$ cat config.mk
export PLATFORM = sky130hd
export DESIGN_NAME = sys_frame_timer
export DESIGN_NICKNAME = d
export VERILOG_FILES = /design/src/rtl/sft_pkg.sv /design/src/rtl/sft_slot_decode.sv /design/src/rtl/sft_mf_ctrl.sv /design/src/rtl/sys_frame_timer.sv
export SDC_FILE = /design/constraint.sdc
export NUM_CORES = 1
export LEC_CHECK = 0
export BUFFER_PORTS_ARGS = -buffer_cell sky130_fd_sc_hd__buf_2
export CORE_MARGIN = 1
export CORE_UTILIZATION = 50
export DETAILED_ROUTE_END_ITERATION = 16
export GPL_ROUTABILITY_DRIVEN = 1
export PLACE_DENSITY = 0.8
export SLEW_MARGIN = 20
export SYNTH_ARGS = -nofsm -noshare
export SYNTH_HDL_FRONTEND = slang
export SYNTH_SLANG_ARGS = --single-unit
$ cat constraint.sdc
create_clock -name clk -period 14.5 [get_ports clk]
set_input_delay 2.9 -clock clk [delete_from_list [all_inputs] [get_ports clk]]
set_output_delay 2.9 -clock clk [all_outputs]
set_load 0.05 [all_outputs]
$ cat src/rtl/sft_pkg.sv
`timescale 1ns/1ps
package sft_pkg;
    localparam int BYTE_BITS = 8;
    localparam int T1_CHANS  = 24;
    localparam int E1_CHANS  = 32;
    localparam int T1_FRAME  = T1_CHANS * BYTE_BITS + 1;
    localparam int E1_FRAME  = E1_CHANS * BYTE_BITS;
    localparam int POS_W     = $clog2(E1_FRAME);
    localparam int CH_W      = $clog2(E1_CHANS);
    localparam int BIT_W     = $clog2(BYTE_BITS);

    typedef struct packed {
        logic             fslot;
        logic [CH_W-1:0]  chan;
        logic [BIT_W-1:0] bitn;
    } slot_t;

    typedef enum logic [1:0] {
        STEP_HOLD = 2'd0,
        STEP_ONE  = 2'd1,
        STEP_TWO  = 2'd2
    } mf_step_e;
endpackage

$ cat src/rtl/sft_slot_decode.sv
`timescale 1ns/1ps
module sft_slot_decode
    import sft_pkg::*;
(
    input  logic [POS_W-1:0] pos,
    input  logic             sys_e1,
    output slot_t            slot
);
    logic [POS_W-1:0] ofs;

    always_comb begin
        slot = '0;
        ofs  = pos - POS_W'(1);
        if (sys_e1) begin
            slot.chan = pos[BIT_W +: CH_W];
            slot.bitn = pos[BIT_W-1:0];
        end else if (pos == '0 || pos > POS_W'(T1_FRAME - 1)) begin
            // framing slot; positions beyond a T1 frame (left over after a
            // rate change) are treated the same way until the wrap
            slot.fslot = 1'b1;
        end else begin
            slot.chan = ofs[BIT_W +: CH_W];
            slot.bitn = ofs[BIT_W-1:0];
        end
    end
endmodule

$ cat src/rtl/sft_mf_ctrl.sv
`timescale 1ns/1ps
module sft_mf_ctrl
    import sft_pkg::*;
#(
    parameter int MF_FRAMES = 12,
    parameter int MF_HOLD   = 65
) (
    input  logic clk,
    input  logic rst_n,
    input  logic resync,
    input  logic frame_end,
    input  logic slip_rep,
    input  logic slip_del,
    output logic mf_pulse
);
    localparam int MF_W   = $clog2(MF_FRAMES + 1);
    localparam int HOLD_W = $clog2(MF_HOLD + 1);

    typedef struct packed {
        logic [MF_W-1:0]   mf;
        logic              rep_p;
        logic              del_p;
        logic [HOLD_W-1:0] hold;
    } mf_st_t;

    mf_st_t   q, d;
    mf_step_e step;
    logic [MF_W:0] sum;

    always_comb begin
        d    = q;
        step = STEP_ONE;
        sum  = '0;
        if (q.hold != '0) d.hold = q.hold - HOLD_W'(1);
        d.rep_p = q.rep_p | slip_rep;
        d.del_p = q.del_p | slip_del;
        if (resync) begin
            d.mf    = '0;
            d.rep_p = 1'b0;
            d.del_p = 1'b0;
            d.hold  = HOLD_W'(MF_HOLD);
        end else if (frame_end) begin
            if (q.rep_p && !q.del_p)      step = STEP_HOLD;
            else if (q.del_p && !q.rep_p) step = STEP_TWO;
            sum = {1'b0, q.mf} + (MF_W+1)'(step);
            if (sum >= (MF_W+1)'(MF_FRAMES)) begin
                d.mf   = MF_W'(sum - (MF_W+1)'(MF_FRAMES));
                d.hold = HOLD_W'(MF_HOLD);
            end else begin
                d.mf = MF_W'(sum);
            end
            d.rep_p = slip_rep;
            d.del_p = slip_del;
        end
    end

    always_ff @(posedge clk or negedge rst_n) begin
        if (!rst_n) q <= '0;
        else        q <= d;
    end

    assign mf_pulse = (q.hold != '0);
endmodule

$ cat src/rtl/sys_frame_timer.sv
`timescale 1ns/1ps
module sys_frame_timer
    import sft_pkg::*;
#(
    parameter int MF_FRAMES = 12,
    parameter int MF_HOLD   = 65,
    parameter int LOOKAHEAD = 8
) (
    input  logic             clk,
    input  logic             rst_n,
    input  logic             sys_e1,
    input  logic             rx_e1,
    input  logic             par_mode,
    input  logic             fsync,
    input  logic             slip_rep,
    input  logic             slip_del,
    input  logic             rx_fbit,
    input  logic [7:0]       rd_byte,
    output logic [4:0]       rd_addr,
    output logic [2:0]       rd_bit,
    output logic             rd_en,
    output logic             ser_out,
    output logic [4:0]       chan_idx,
    output logic [2:0]       bit_idx,
    output logic             fbit_slot,
    output logic             chan_clk
    ,output logic            mf_pulse
);
    localparam int FLEN_W = POS_W + 1;
    localparam int NDEC   = 2;

    typedef struct packed {
        logic             fs;
        logic [POS_W-1:0] pos;
    } tim_st_t;

    tim_st_t q, d;
    logic              rise, frame_end;
    logic [FLEN_W-1:0] flen, ahead, dsum, dwrap;
    logic [POS_W-1:0]  dec_pos  [NDEC];
    slot_t             dec_slot [NDEC];

    always_comb begin
        d         = q;
        flen      = sys_e1 ? FLEN_W'(E1_FRAME) : FLEN_W'(T1_FRAME);
        rise      = fsync & ~q.fs;
        frame_end = ({1'b0, q.pos} >= flen - FLEN_W'(1)) & ~rise;
        d.fs      = fsync;
        if (rise || frame_end) d.pos = '0;
        else                   d.pos = q.pos + POS_W'(1);
        ahead = par_mode ? FLEN_W'(LOOKAHEAD) : '0;
        dsum  = {1'b0, q.pos} + ahead;
        dwrap = (dsum >= flen) ? dsum - flen : dsum;
    end

    always_ff @(posedge clk or negedge rst_n) begin
        if (!rst_n) q <= '0;
        else        q <= d;
    end

    assign dec_pos[0] = q.pos;
    assign dec_pos[1] = dwrap[POS_W-1:0];

    for (genvar g = 0; g < NDEC; g++) begin : g_dec
        sft_slot_decode u_dec (
            .pos    (dec_pos[g]),
            .sys_e1 (sys_e1),
            .slot   (dec_slot[g])
        );
    end

    sft_mf_ctrl #(
        .MF_FRAMES (MF_FRAMES),
        .MF_HOLD   (MF_HOLD)
    ) u_mf (
        .clk       (clk),
        .rst_n     (rst_n),
        .resync    (rise),
        .frame_end (frame_end),
        .slip_rep  (slip_rep),
        .slip_del  (slip_del),
        .mf_pulse  (mf_pulse)
    );

    assign chan_idx  = dec_slot[0].chan;
    assign bit_idx   = dec_slot[0].bitn;
    assign fbit_slot = dec_slot[0].fslot;
    assign chan_clk  = ~dec_slot[0].fslot & (dec_slot[0].bitn < BIT_W'(BYTE_BITS / 2));

    assign rd_addr = dec_slot[1].chan;
    assign rd_bit  = dec_slot[1].bitn;
    assign rd_en   = ~dec_slot[1].fslot;
    assign ser_out = rd_en ? rd_byte[BIT_W'(BYTE_BITS - 1) - rd_bit] : (rx_e1 | rx_fbit);
endmodule

Word-level counts from Yosys, hierarchy flattened
Cells that the tools add are included. W data, S select, Z words.

Output and inout port bits: 21. Bits of input ports: 17. Bits in registers: 22. Word-level logic and storage cells: 68.

Mux-type cells: 24. Order comparisons: 7. Reductions and logical operators: 11. Add/sub/neg operators: 10. Bitwise operators: 10.

Operators by type and width (number): $mux W8 (6); $mux W13 (2); $gt A8 B8 Y1 const B (2); $logic_not A8 Y1 (2); $sub A8 B1 Y8 const B (2); $mux W7 (2); $add A8 B4 Y9 (1); $ge A8 B9 Y1 (1); $ge A9 B9 Y1 (1); $mux W9 (1); $sub A9 B1 Y9 const B (1); $add A8 B1 Y8 const B (1); $mux W2 (4); $mux W4 (2); $sub A8 B8 Y8 (1); $reduce_bool A7 Y1 (1); $sub A7 B1 Y7 const B (1); $mux W1 (6); $add A4 B2 Y5 (1); $ge A5 B4 Y1 const B (1); $lt A3 B4 Y1 const B (1); $not A1 Y1 (4); $sub A4 B4 Y4 const B (1); $and A1 B1 Y1 (3); other kinds (8) (14).

Logic depth before layout (Yosys ltp)
Gate-level depths: netlist of the first run.

Depth in word-level cells: 12. Gate-level depth with buffers: 18. Depth with buffers taken out: 16.

Cells and area by module
From an unflattened synthesis of the first run, not the netlist that was laid out.

Cell total of the unflattened synthesis: 291. Area total of the unflattened synthesis: 2406.1 µm².

Modules (own cells, without submodules): sys_frame_timer (seq. area each 225.2 µm², cells each 121, area each 1073.5 µm², instances 1); sft_mf_ctrl (seq. area each 325.3 µm², cells each 82, area each 782.0 µm², instances 1); sft_slot_decode (seq. area each 0.0 µm², cells each 44, area each 275.3 µm², instances 2).

Worst setup path after synthesis of the first run
OpenSTA, ideal clock, no wires.

Kind: input to output. Start point: input port par_mode. End point: output port ser_out. Data arrival time: 6.874 ns. Setup slack: 4.726 ns. Stages: 16. Buffers on the path: 1. Data required time: 11.600 ns. Cells stage by stage: ha_1 -> ha_1 -> nand3_1 -> xor2_1 -> inv_1 -> ha_1 -> clkbuf_2 -> o211ai_1 -> a31o_4 -> nand2_2 -> o21ai_1 -> ha_1 -> or2_2 -> o32ai_2 -> o21ai_0 -> o211a_1.

Cells in the longest elaborated chain, start to end: 12. Elaborated cells between the ends (all ways): 17. Those cells by class: add/sub (4); order compare (2); mux (9); reduce/logical (2).

Ends and longest elaborated chain: from (decl) (RTL line sys_frame_timer.sv:13) `input logic par_mode,`; $mux W4 (*) (RTL line sys_frame_timer.sv:51) `ahead = par_mode ? FLEN_W'(LOOKAHEAD) : '0;`; $add A8 B4 Y9 (*) (RTL line sys_frame_timer.sv:52) `dsum = {1'b0, q.pos} + ahead;`; $sub A8 B8 Y8 / $ge A9 B9 Y1 (equally long branches) (RTL line sys_frame_timer.sv:53) `dwrap = (dsum >= flen) ? dsum - flen : dsum;`; $mux W8 (*) (RTL line sys_frame_timer.sv:53); $gt A8 B8 Y1 / $logic_not A8 Y1 (equally long branches) (RTL line sft_slot_decode.sv:17) `end else if (pos == '0 || pos > POS_W'(T1_FRAME - 1)) begin`; $logic_or A1 B1 Y1 (RTL line sft_slot_decode.sv:17); $mux W8 (RTL line sft_slot_decode.sv:17); $mux W8 (*) (RTL line sft_slot_decode.sv:14) `if (sys_e1) begin`; via rd_bit[1] (RTL line sys_frame_timer.sv:20) `output logic [2:0] rd_bit,`; $sub A3 B3 Y3 (*) (RTL line sys_frame_timer.sv:93) `assign ser_out = rd_en ? rd_byte[BIT_W'(BYTE_BITS - 1) - rd_bit] : (rx_e1 | rx_fbit);`; $bmux W1 S3 (*) (RTL line sys_frame_timer.sv:93); $mux W1 (implied by the code) (*) (RTL line sys_frame_timer.sv:93); $mux W1 (*) (RTL line sys_frame_timer.sv:93); to (decl) (RTL line sys_frame_timer.sv:22) `output logic ser_out,`.

The timed path passes the listed nets; every way through them passes the cells marked *. The select of a mux whose other input is x is not followed.

Worst setup path after layout of the first run
Start point: input port par_mode. End point: output port ser_out.

Cells in the longest elaborated chain, start to end: 12. Elaborated cells between the ends (all ways): 17. Those cells by class: add/sub (4); order compare (2); mux (9); reduce/logical (2).

Ends and longest elaborated chain (RTL line): $mux W4 (*) (sys_frame_timer.sv:51); $add A8 B4 Y9 (*) (sys_frame_timer.sv:52); $sub A8 B8 Y8 / $ge A9 B9 Y1 (equally long branches) (sys_frame_timer.sv:53); $mux W8 (*) (sys_frame_timer.sv:53); $gt A8 B8 Y1 / $logic_not A8 Y1 (equally long branches) (sft_slot_decode.sv:17); $logic_or A1 B1 Y1 (sft_slot_decode.sv:17); $mux W8 (sft_slot_decode.sv:17); $mux W8 (sft_slot_decode.sv:14); $sub A3 B3 Y3 (sys_frame_timer.sv:93); $bmux W1 S3 (sys_frame_timer.sv:93); $mux W1 (implied by the code) (sys_frame_timer.sv:93); $mux W1 (*) (sys_frame_timer.sv:93).

Mark *: on every way between the ends. The rest lies on a longest branch, timed or not. The select of a mux whose other input is x is not followed.

==> results.md, run 1 <==
* Post-Syn Area per Cell at 7.981 µm²
* Residual DRC count at 0
* Startpoint Class: primary input
* CTS sink count at 22
* Worst Path Max Fanout at 7
* Post-CTS Setup Bufs at 0
* Critical Path Sink Type: output pin
* Vias/cell at 5.802
* Worst Clk Skew at 0.002847 ns
* Die Span Y at 73.70 µm
* RSZ-0062 raised after global routing: no
* Critical path's largest stage delay at 0.55 ns
* Pwr/cell area at 149.8 nW/µm²
* GRT Util Overall at 22.58%
* Final wirelength at 5648 µm
* #FFs+latches synth at 22
* Synth unique cells at 69
* # rows at 25
* Count of flip-flops with a built-in enable after synthesis at 0
* Final hold violations at 0
* Status: complete, no violations
* Arr. time, crit path at 6.90 ns
* Final GP Congestion at 0.8945
* Dpl hpwl at 4351 µm
* Die area at 5431 µm²
* Hold slack at 0.4867 ns
* Leak Pwr at 0.001268 µW
* CTS resizes at 0
* CP dominant cell by count: ha_1
* Setup Viol. Count Final at 0
* Area growth syn-to-layout at 9.640%
* Post-synthesis sequential area ratio at 21.42%
* Ant diodes at 0
* GRT Residual Overflow at 0
* Post-DRT Antenna Nets at 0
* Chip width at 73.70 µm
* Post-synth ARST share at 100.0%
* Maxcap violations at 0
* Fmax at 0.1020 GHz
* Routed WL per cell at 13.64 µm
* Synth Cell Area at 2570 µm²
* Starting Density at 53.01%
* Final worst path period share at 67.62%
* Synth Net Count at 362
* Cts hold-fix bufs at 0
* Max clock buf depth at 2
* Layout Nets at 388
* Slew @ Worst Pin at 0.8333 ns
* Largest net degree at the start of global routing at 23
* Critical path, cell by cell: buf_2 -> ha_1 -> ha_1 -> nand3_1 -> xor2_1 -> inv_1 -> ha_1 -> a21oi_1 -> nand2_2 -> o21ai_1 -> ha_1 -> nand2_1 -> xnor2_1 -> mux4_2 -> or3_1 -> o211a_1 -> buf_2
* Peak VDD IR at 0.1120 mV
* Top FF cell, synth: dfrtp_1
* Share of layout cells above drive strength 1 at 18.73%
* DP Area at 2763 µm²
* I/O pin count at 38
* Clk Latency, worst-skew pair at 0.26 ns
* Post-Syn Instances at 322
* CTS tree: yes
* Fin worst setup slack at 4.695 ns
* Critical-path top delay cell: a21oi_1
* Period minus WS final at 9.805 ns
* Min-Delay Path Class: reg -> reg
* Critical Path RT at 11.60 ns
* Total power at 422.1 µW
* Setup TNS at 0 ns
* Pre-CTS setup slack at 4.691 ns
* DRT iter0 DRCs at 131
* CP Class: in -> out
* Initial antenna violation count at 0
* Cts bufs inserted at 3
* Htree depth at 1
* Vias in the first global route at 2,256
* DR pass1 iterations at 4
* Clock Tree Root: clkbuf_8
* Vias at 2,402
* First-pass GRT wire length at 9742 µm
* Synth warnings at 0
* Buffers on Ports at 37
* Clock-pin slew on the worst setup and hold paths at 0.07 ns
* Fin. max-slew vios at 0
* Total core area at 4848 µm²
* Finished Cell Area at 2818 µm²
* Relative slew slack at 44.44%
path summary, 6_finish.rpt:
path                                start         end  slack, ns  depth (start not counted)
worst max register to register  u_mf.q[7]  u_mf.q[12]      11.51                         11
worst min register to register  u_mf.q[6]   u_mf.q[6]       0.49                          1
max in group asynchronous           rst_n   u_mf.q[2]      11.58                          1
worst max-delay path             par_mode     ser_out       4.70                         17
worst min-delay path            u_mf.q[6]   u_mf.q[6]       0.49                          1
min in group asynchronous           rst_n   u_mf.q[9]       2.59                          1
stage by stage:
step / instances / utilization (%)
after floorplan: 322 / -
after global placement: 410 / 56.98
after detailed placement: 410 / 56.98
after CTS: 414 / 58.12
after global routing: 414 / 58.12
final: 414 / 58.12
cell usage after synthesis (4+ instances only):
library cell | count | area share [%]
inv_1 | 14 | 2.0
a21oi_1 | 11 | 2.1
nand3_1 | 10 | 1.9
dfrtp_1 | 22 | 21
o21ai_1 | 5 | 0.97
nor3_1 | 10 | 1.9
nor2_1 | 51 | 7.4
mux2i_1 | 4 | 1.6
clkbuf_1 | 8 | 1.2
ha_1 | 22 | 11
or3_1 | 6 | 1.5
xnor2_1 | 19 | 6.5
xor2_1 | 10 | 3.4
nand2_1 | 25 | 3.7
o21a_1 | 5 | 1.5
o21ai_0 | 18 | 3.5
sequential cells by signal (all words and copies together), names as in the netlist:
signal,cells
dec_pos,8
q,1
u_mf.q,13
layout by cell type (no fill, tap or decap), types with 11 or more instances in the layout:
cell type | Yosys | final
xnor2_1 | 19 | 19
dfrtp_1 | 22 | 22
a21oi_1 | 11 | 11
o21ai_0 | 18 | 18
buf_2 | 3 | 37
nand2_1 | 25 | 25
inv_1 | 14 | 14
ha_1 | 22 | 22
nor2_1 | 51 | 51
cell families after synthesis:
family                   synth area share, %
buffers and inverters                  5.014
XOR/XNOR                               10.52
AND/OR/NAND/NOR                        26.78
multiplexers                           2.872
AO/OA/AOI/OAI                          21.91
flip-flops                             21.42
adder cells (fa/ha/maj)                11.49
critical path: cells and delay by family:
kind	cells	cell delay (ns)
fa+ha+maj	4	0.86
xor+xnor	2	0.62
compound gates	3	1.05
simple gates	4	0.73
buf+inv	3	0.42
mux	1	0.34
where the power goes:
group          internal (µW)  switching [µW]
Combinational           92.3             187
Clock                   24.2            18.8
Sequential              73.9            25.7
Total                    190             232
routing by layer:
| layer | track usage, % | vias up | share of wire (%) |
|---|---|---|---|
| li1 | - | 1201 | - |
| met1 | 27.54 | 1131 | 43 |
| met2 | 41.08 | 59 | 51 |
| met3 | 1.646 | 11 | 4.3 |
| met4 | 8.761 | 0 | 1.9 |
| met5 | 0 | - | 0 |
layout make-up:
type                            instances  area (µm²)
Clock buffer                            4       55.05
Fill cell                             446        2031
Inverter                               14       52.55
Multi-Input combinational cell        270        1891
Sequential cell                        22       550.5
Tap cell                               67       83.83
Timing Repair Buffer                   37       185.2
(Power assumes the default switching activity.)
==> run 2, diff against run 1 <==
--- a/config.mk
+++ b/config.mk
@@ -5,12 +5,13 @@
 export SDC_FILE = /design/constraint.sdc
 export NUM_CORES = 1
 export LEC_CHECK = 0
+export ABC_AREA = 1
 export BUFFER_PORTS_ARGS = -buffer_cell sky130_fd_sc_hd__buf_2
 export CORE_MARGIN = 1
 export CORE_UTILIZATION = 50
 export DETAILED_ROUTE_END_ITERATION = 16
 export GPL_ROUTABILITY_DRIVEN = 1
-export PLACE_DENSITY = 0.8
+export PLACE_DENSITY = 0.84
 export SLEW_MARGIN = 20
 export SYNTH_ARGS = -nofsm -noshare
 export SYNTH_HDL_FRONTEND = slang
==> constraint.sdc (replaced) <==
create_clock -name clk -period 8.9 [get_ports clk]
set_input_delay 1.78 -clock clk [delete_from_list [all_inputs] [get_ports clk]]
set_output_delay 1.78 -clock clk [all_outputs]
set_load 0.05 [all_outputs]
==> run 2 against run 1 <==
Non-clock buffer count rose by 1. Cell count is 3.1% higher. Global-route usage fell by 2.4 points. Flip-flop and latch count stayed put. Critical path depth grew 6. Via count decreased by 10%. Sequential power up 43%. Largest power group unchanged.
==> results.md, run 2 <==
* Initial antenna violation count at 0 (unchanged)
* Fin. max-slew vios at 0 (unchanged)
* Final hold violations at 0 (unchanged)
* Post-synthesis sequential area ratio at 23.57% (+2.1 points)
* RSZ-0062 raised after global routing: no
* Final worst path period share at 77.51%
* Setup TNS at 0 ns (unchanged)
* Ant diodes at 0 (unchanged)
* Critical Path RT at 7.12 ns (-4.48 ns)
* WHS Path Cells at 2 (+1)
* Total core area at 4414 µm² (-9.0%)
* Vias at 2,161 (-10%)
* Cts hold-fix bufs at 0 (unchanged)
* Synth Net Count at 381 (+5.2%)
* Count of flip-flops with a built-in enable after synthesis at 0 (unchanged)
* Synth area leader: dfrtp_1
* # rows at 24 (-4.0%)
* Largest Register: u_mf.q
* Arr. time, crit path at 5.12 ns (-1.78 ns)
* CTS resizes at 0 (unchanged)
* Synth warnings at 0 (unchanged)
* GRT Residual Overflow at 0 (unchanged)
* Period minus WS final at 6.899 ns
* Finished Layout Cells at 427 (+3.1%)
* Top FF cell, synth: dfrtp_1
* Worst r2r dst: u_mf.q[0]
* Synth unique cells at 39 (-43%)
* Clock-pin slew on the worst setup and hold paths at 0.08 ns (about the same)
* Commonest non-fill, non-tap cells in the layout: nand2_1, inv_1, nor2_1
* Layout Nets at 416 (+7.2%)
* Max clock buf depth at 2 (unchanged)
* Cts bufs inserted at 3 (unchanged)
* Final GP Congestion at 0.8791 (-1.7%)
* CTS sink count at 22 (unchanged)
* Routed WL per cell at 11.27 µm (-17%)
* Vias/cell at 5.061 (-13%)
* Startpoint Class: primary input
* R2r worst-path depth at 14 (+3)
* Startpoint of the lowest-slack hold path: u_mf.q[6]
* CTS tree: yes
* Post-Syn Area per Cell at 6.850 µm² (-14%)
* Peak VDD IR at 0.1189 mV (+6.1%)
* Post-DRT Antenna Nets at 0 (unchanged)
* DRT iter0 DRCs at 90 (-31%)
* Count leader, synth: nand2_1
* I/O pin count at 38 (unchanged)
* Residual DRC count at 0 (unchanged)
* Largest net degree at the start of global routing at 23 (unchanged)
* Total power at 641.7 µW (+52%)
* Relative slew slack at 52.27% (+7.8 points)
* Worst Clk Skew at 0.005084 ns (+0.002236 ns)
* Buffers on Ports at 37 (unchanged)
* Leak Pwr at 0.001478 µW (+17%)
* Synth Cell Area at 2336 µm² (-9.1%)
* Post-Syn Instances at 341 (+5.9%)
* Worst R2R Setup Slack at 5.88 ns (-5.63 ns)
* CP Class: in -> out
* Synth top area cells: dfrtp_1, ha_1, nand2_1, inv_1, xor2_1
* Clock Tree Root: clkbuf_8
* Maxcap violations at 0 (unchanged)
* Max reg flops at 13 (unchanged)
* Reg-to-reg startpoint: u_mf.q[8]
* Top-area cell type share of the netlist area at 23.57% (+2.1 points)
* Fmax at 0.1450 GHz
* Post-synth ARST share at 100.0% (unchanged)
* Chip width at 70.35 µm (-4.5%)
* Min-Delay Path Class: reg -> reg
* Status: complete, no violations
* Setup Viol. Count Final at 0 (unchanged)
* Hold slack at 0.4788 ns (-0.007905 ns)
* Slew @ Worst Pin at 0.7084 ns (-0.1249 ns)
* Htree depth at 1 (unchanged)
* Dpl hpwl at 3827 µm (-12%)
* Placed cell count at 423 (+3.2%)
* Hold endpoint: u_mf.q[6]
* DP Area at 2536 µm² (-8.2%)
* Final wirelength at 4813 µm (-15%)
* Vias in the first global route at 2,016 (-11%)
* Critical Path Sink Type: output pin
* Clk Latency, worst-skew pair at 0.26 ns (about the same)
* Share of layout cells above drive strength 1 at 18.67% (-0.065 points)
* Pwr/cell area at 247.6 nW/µm² (+65%)
* Worst Path Max Fanout at 14 (+7)
* Post-synth top cells: nand2_1, inv_1, nor2_1, nand3_1
* Commonest non-fill, non-tap cell in the layout: nand2_1
* Die area at 4949 µm² (-8.9%)
* #FFs+latches synth at 22 (unchanged)
* GRT Util Overall at 20.15% (-2.4 points)
* Post-CTS Setup Bufs at 0 (unchanged)
* First-pass GRT wire length at 8349 µm (-14%)
* Die Span Y at 70.35 µm (-4.5%)
* DR pass1 iterations at 4 (unchanged)
* Finished Cell Area at 2591 µm² (-8.0%)
* Area growth syn-to-layout at 10.93%
* Starting Density at 52.92% (-0.087 points)
## run 2: worst max path at each step
stage	start	endpoint	slack [ns]	depth (start not counted)
after floorplan	par_mode	rd_addr[4]	2.13	21
after global placement	par_mode	ser_out	2.22	23
after global routing	par_mode	ser_out	1.70	23
after detailed placement	par_mode	ser_out	2.04	23
after CTS	par_mode	ser_out	2.03	23
final	par_mode	ser_out	2.00	23
## run 2: cell type report
type	instances	area [µm²]
well taps	52	65.06
repair buffers	38	192.7
fillers	411	1823
clock buffers	4	55.05
inverters	56	212.7
flip-flops and latches	22	550.5
multi-input cells	255	1515
## run 2: cells by family (layout without fill, tap and decap cells)
logic type | Yosys count | in the layout | share of synthesized area [%]
AO/OA/AOI/OAI | 29 | 29 | 7.606
XOR/XNOR | 23 | 23 | 8.624
adder cells (fa/ha/maj) | 23 | 23 | 12.64
buffers and inverters | 64 | 98 | 11.57
flip-flops | 22 | 22 | 23.57
AND/OR/NAND/NOR | 180 | 180 | 35.99
## run 2: power breakdown
part           internal, µW  switching (µW)
combinational           126             302
sequential              120            22.1
clock                  39.4            32.1
total                   285             356
## run 2: routing by layer
metal | share of wire, % | vias up | track usage [%]
li1 | - | 1139 | -
met1 | 48 | 963 | 26.62
met2 | 47 | 49 | 34.81
met3 | 3.5 | 10 | 2.309
met4 | 1.7 | 0 | 4.889
met5 | 0 | - | 0
## run 2: stage by stage
step                      setup WS [ns]  util (%)
after floorplan                   2.129         -
after global placement            2.219     57.45
after detailed placement          2.039     57.45
after CTS                         2.028     58.70
after global routing              1.696     58.70
final                             2.001     58.70
## run 2: critical path, stage by stage
cell      delay, ns
buf_2          0.10
ha_1           0.21
ha_1           0.24
nand3_1        0.11
xor2_1         0.24
inv_1          0.07
ha_1           0.31
nand2_1        0.10
nor2_1         0.06
a21oi_2        0.24
nand2_4        0.17
nand2_1        0.09
nand2_1        0.12
ha_1           0.31
nand2_1        0.08
a21boi_1       0.26
nand3_1        0.11
nand2_1        0.07
nand2_1        0.05
nand3_1        0.07
nand2_1        0.05
inv_1          0.04
buf_2          0.25
==> run 3, diff against run 2 <==
--- a/config.mk
+++ b/config.mk
@@ -11,7 +11,7 @@
 export CORE_UTILIZATION = 50
 export DETAILED_ROUTE_END_ITERATION = 16
 export GPL_ROUTABILITY_DRIVEN = 1
-export PLACE_DENSITY = 0.84
+export PLACE_DENSITY = 0.81
 export SLEW_MARGIN = 20
 export SYNTH_ARGS = -nofsm -noshare
 export SYNTH_HDL_FRONTEND = slang
==> constraint.sdc (replaced) <==
create_clock -name clk -period 6.64 [get_ports clk]
set_input_delay 1.328 -clock clk [delete_from_list [all_inputs] [get_ports clk]]
set_output_delay 1.328 -clock clk [all_outputs]
set_load 0.05 [all_outputs]
==> run 3 against run 2 <==
Critical path depth is the same. Sequential share of layout area is the same. First-iteration DRC count grew 46%. Sequential power grew 35%. Worst setup slack lost 1.3 ns. Core utilization is the same. Wire length shrank 4.6%. Clock power grew 29%. Count of clock-buffer cells in the layout is the same. Combinational power grew 33%. Critical path type unchanged. Critical endpoint unchanged. Largest cell class unchanged.
==> results.md, run 3 (synthesis gave the netlist of run 2 again) <==
* Status: complete, no violations
* Min-Delay Path Class: reg -> reg
* Post-CTS Setup Bufs at 0 (unchanged)
* Commonest non-fill, non-tap cells in the layout: nand2_1, inv_1, nor2_1
* Worst Path Max Fanout at 14 (unchanged)
* Die Span Y at 70.35 µm (unchanged)
* Largest net degree at the start of global routing at 23 (unchanged)
* Critical Path RT at 5.31 ns (-1.81 ns)
* Starting Density at 52.92% (unchanged)
* Cts bufs inserted at 3 (unchanged)
* Vias at 2,136 (-1.2%)
* Final wirelength at 4594 µm (-4.6%)
* CTS tree: yes
* Final worst path period share at 89.54%
* I/O pin count at 38 (unchanged)
* Largest Register: u_mf.q
* Fin util at 58.70% (unchanged)
* Reg-to-reg startpoint: u_mf.q[7]
* Fin. max-slew vios at 0 (unchanged)
* Period minus WS final at 5.946 ns
* First-pass GRT wire length at 8038 µm (-3.7%)
* Peak VDD IR at 0.1909 mV (+61%)
* Ant diodes at 0 (unchanged)
* Fmax at 0.1682 GHz
* Worst R2R Setup Slack at 3.67 ns (-2.21 ns)
* Chip width at 70.35 µm (unchanged)
* Slew @ Worst Pin at 0.6951 ns (-0.01333 ns)
* Pwr/cell area at 329.3 nW/µm² (+33%)
* Area growth syn-to-layout at 10.93% (unchanged)
* Buffers on Ports at 37 (unchanged)
* Commonest non-fill, non-tap cell in the layout: nand2_1
* # rows at 24 (unchanged)
* Clk Latency, worst-skew pair at 0.26 ns (about the same)
* CP Class: in -> out
* DRT iter0 DRCs at 131 (+46%)
* Total core area at 4414 µm² (unchanged)
* RSZ-0062 raised after global routing: no
* Initial antenna violation count at 0 (unchanged)
* Clock Tree Root: clkbuf_8
* Crit path launch: par_mode
* WHS Path Cells at 2 (unchanged)
* R2r worst-path depth at 13 (-1)
* Leak Pwr at 0.001478 µW (unchanged)
* GRT Util Overall at 19.36% (-0.78 points)
* Arr. time, crit path at 4.62 ns (-0.50 ns)
* Clock-pin slew on the worst setup and hold paths at 0.07 ns (about the same)
* Multi-input gate area at 1515 µm² (unchanged)
* Setup TNS at 0 ns (unchanged)
* Relative slew slack at 53.17% (+0.90 points)
* Share of layout cells above drive strength 1 at 18.67% (unchanged)
* Startpoint Class: primary input
* Number of fillers in the final layout at 385 (-6.3%)
* Post-DRT Antenna Nets at 0 (unchanged)
* Worst r2r dst: u_mf.q[0]
* Setup Viol. Count Final at 0 (unchanged)
* Cts hold-fix bufs at 0 (unchanged)
* Dpl hpwl at 3749 µm (-2.0%)
* Residual DRC count at 0 (unchanged)
* Critical Path Sink Type: output pin
* Routed WL per cell at 10.76 µm (-4.6%)
* Max reg flops at 13 (unchanged)
* Htree depth at 1 (unchanged)
* Vias/cell at 5.002 (-1.2%)
* CTS resizes at 0 (unchanged)
* Hold endpoint: u_mf.q[6]
* DR pass1 iterations at 4 (unchanged)
* FF/Latch Area at 550.5 µm² (unchanged)
* Vias in the first global route at 1,949 (-3.3%)
* Die area at 4949 µm² (unchanged)
* GRT Residual Overflow at 0 (unchanged)
* Final GP Congestion at 0.8516 (-3.1%)
* Max clock buf depth at 2 (unchanged)
* Layout Nets at 416 (unchanged)
* Final hold violations at 0 (unchanged)
* Maxcap violations at 0 (unchanged)
* CTS sink count at 22 (unchanged)
* Worst Clk Skew at 0.003338 ns (-0.001746 ns)
* Startpoint of the lowest-slack hold path: u_mf.q[6]
-- run 3: cell counts in the layout (fill, tap and decap cells not counted) --
Identical to the previous run, type by type.
-- run 3: worst max-delay path by stage --
stage / endpoint
2_1_floorplan: rd_addr[4]
3_3_place_gp: ser_out
3_5_place_dp: ser_out
4_1_cts: ser_out
5_1_grt: ser_out
6_report: ser_out
-- run 3: through the flow --
| stage | hold slack (ns) | instances | instance area [µm²] | setup WS (ns) | power (µW) |
|---|---|---|---|---|---|
| 4_1_cts | 0.4880 | 427 | 2591 | 0.7161 | 859.1 |
| 2_1_floorplan | 0.4422 | 341 | 2336 | 0.7728 | 659.9 |
| 3_3_place_gp | 0.4574 | 423 | 2536 | 0.8637 | 751.0 |
| 5_1_grt | 0.5098 | 427 | 2591 | 0.3246 | 927.8 |
| 6_report | 0.4765 | 427 | 2591 | 0.6943 | 853.4 |
| 3_5_place_dp | 0.4685 | 423 | 2536 | 0.7223 | 763.4 |
-- run 3: power breakdown --
| group | internal (µW) | switching [µW] | leakage (µW) |
|---|---|---|---|
| combinational | 169 | 402 | 0.00117 |
| sequential | 161 | 29.9 | 0.000282 |
| clock | 52.8 | 39.4 | 0.0000288 |
| total | 382 | 471 | 0.00148 |
-- run 3: critical path, cell delays in order --
cell and delay (ns):
buf_2 0.10, ha_1 0.20, ha_1 0.23, nand3_1 0.11
xor2_1 0.20, inv_1 0.07, ha_1 0.30, nand2_1 0.09
nor2_1 0.06, a21oi_2 0.25, nand2_4 0.16, nand2_1 0.09
nand2_1 0.12, ha_1 0.31, nand2_1 0.08, a21boi_1 0.27
nand3_1 0.11, nand2_1 0.08, nand2_1 0.05, nand3_1 0.07
nand2_1 0.05, inv_1 0.04, buf_2 0.25
-- run 3: routing by layer --
layer,track usage [%],part of all wire (%),vias to the layer above
li1,-,-,1138
met1,25.45,49,955
met2,33.44,46,39
met3,3.030,3.5,4
met4,3.778,0.54,0
met5,0,0,-
-- run 3: layout make-up --
type / count / share of cell area (%)
multi-input cells: 255 / 58.47
well taps: 52 / 2.511
clock buffers: 4 / 2.125
repair buffers: 38 / 7.436
flip-flops and latches: 22 / 21.25
inverters: 56 / 8.209
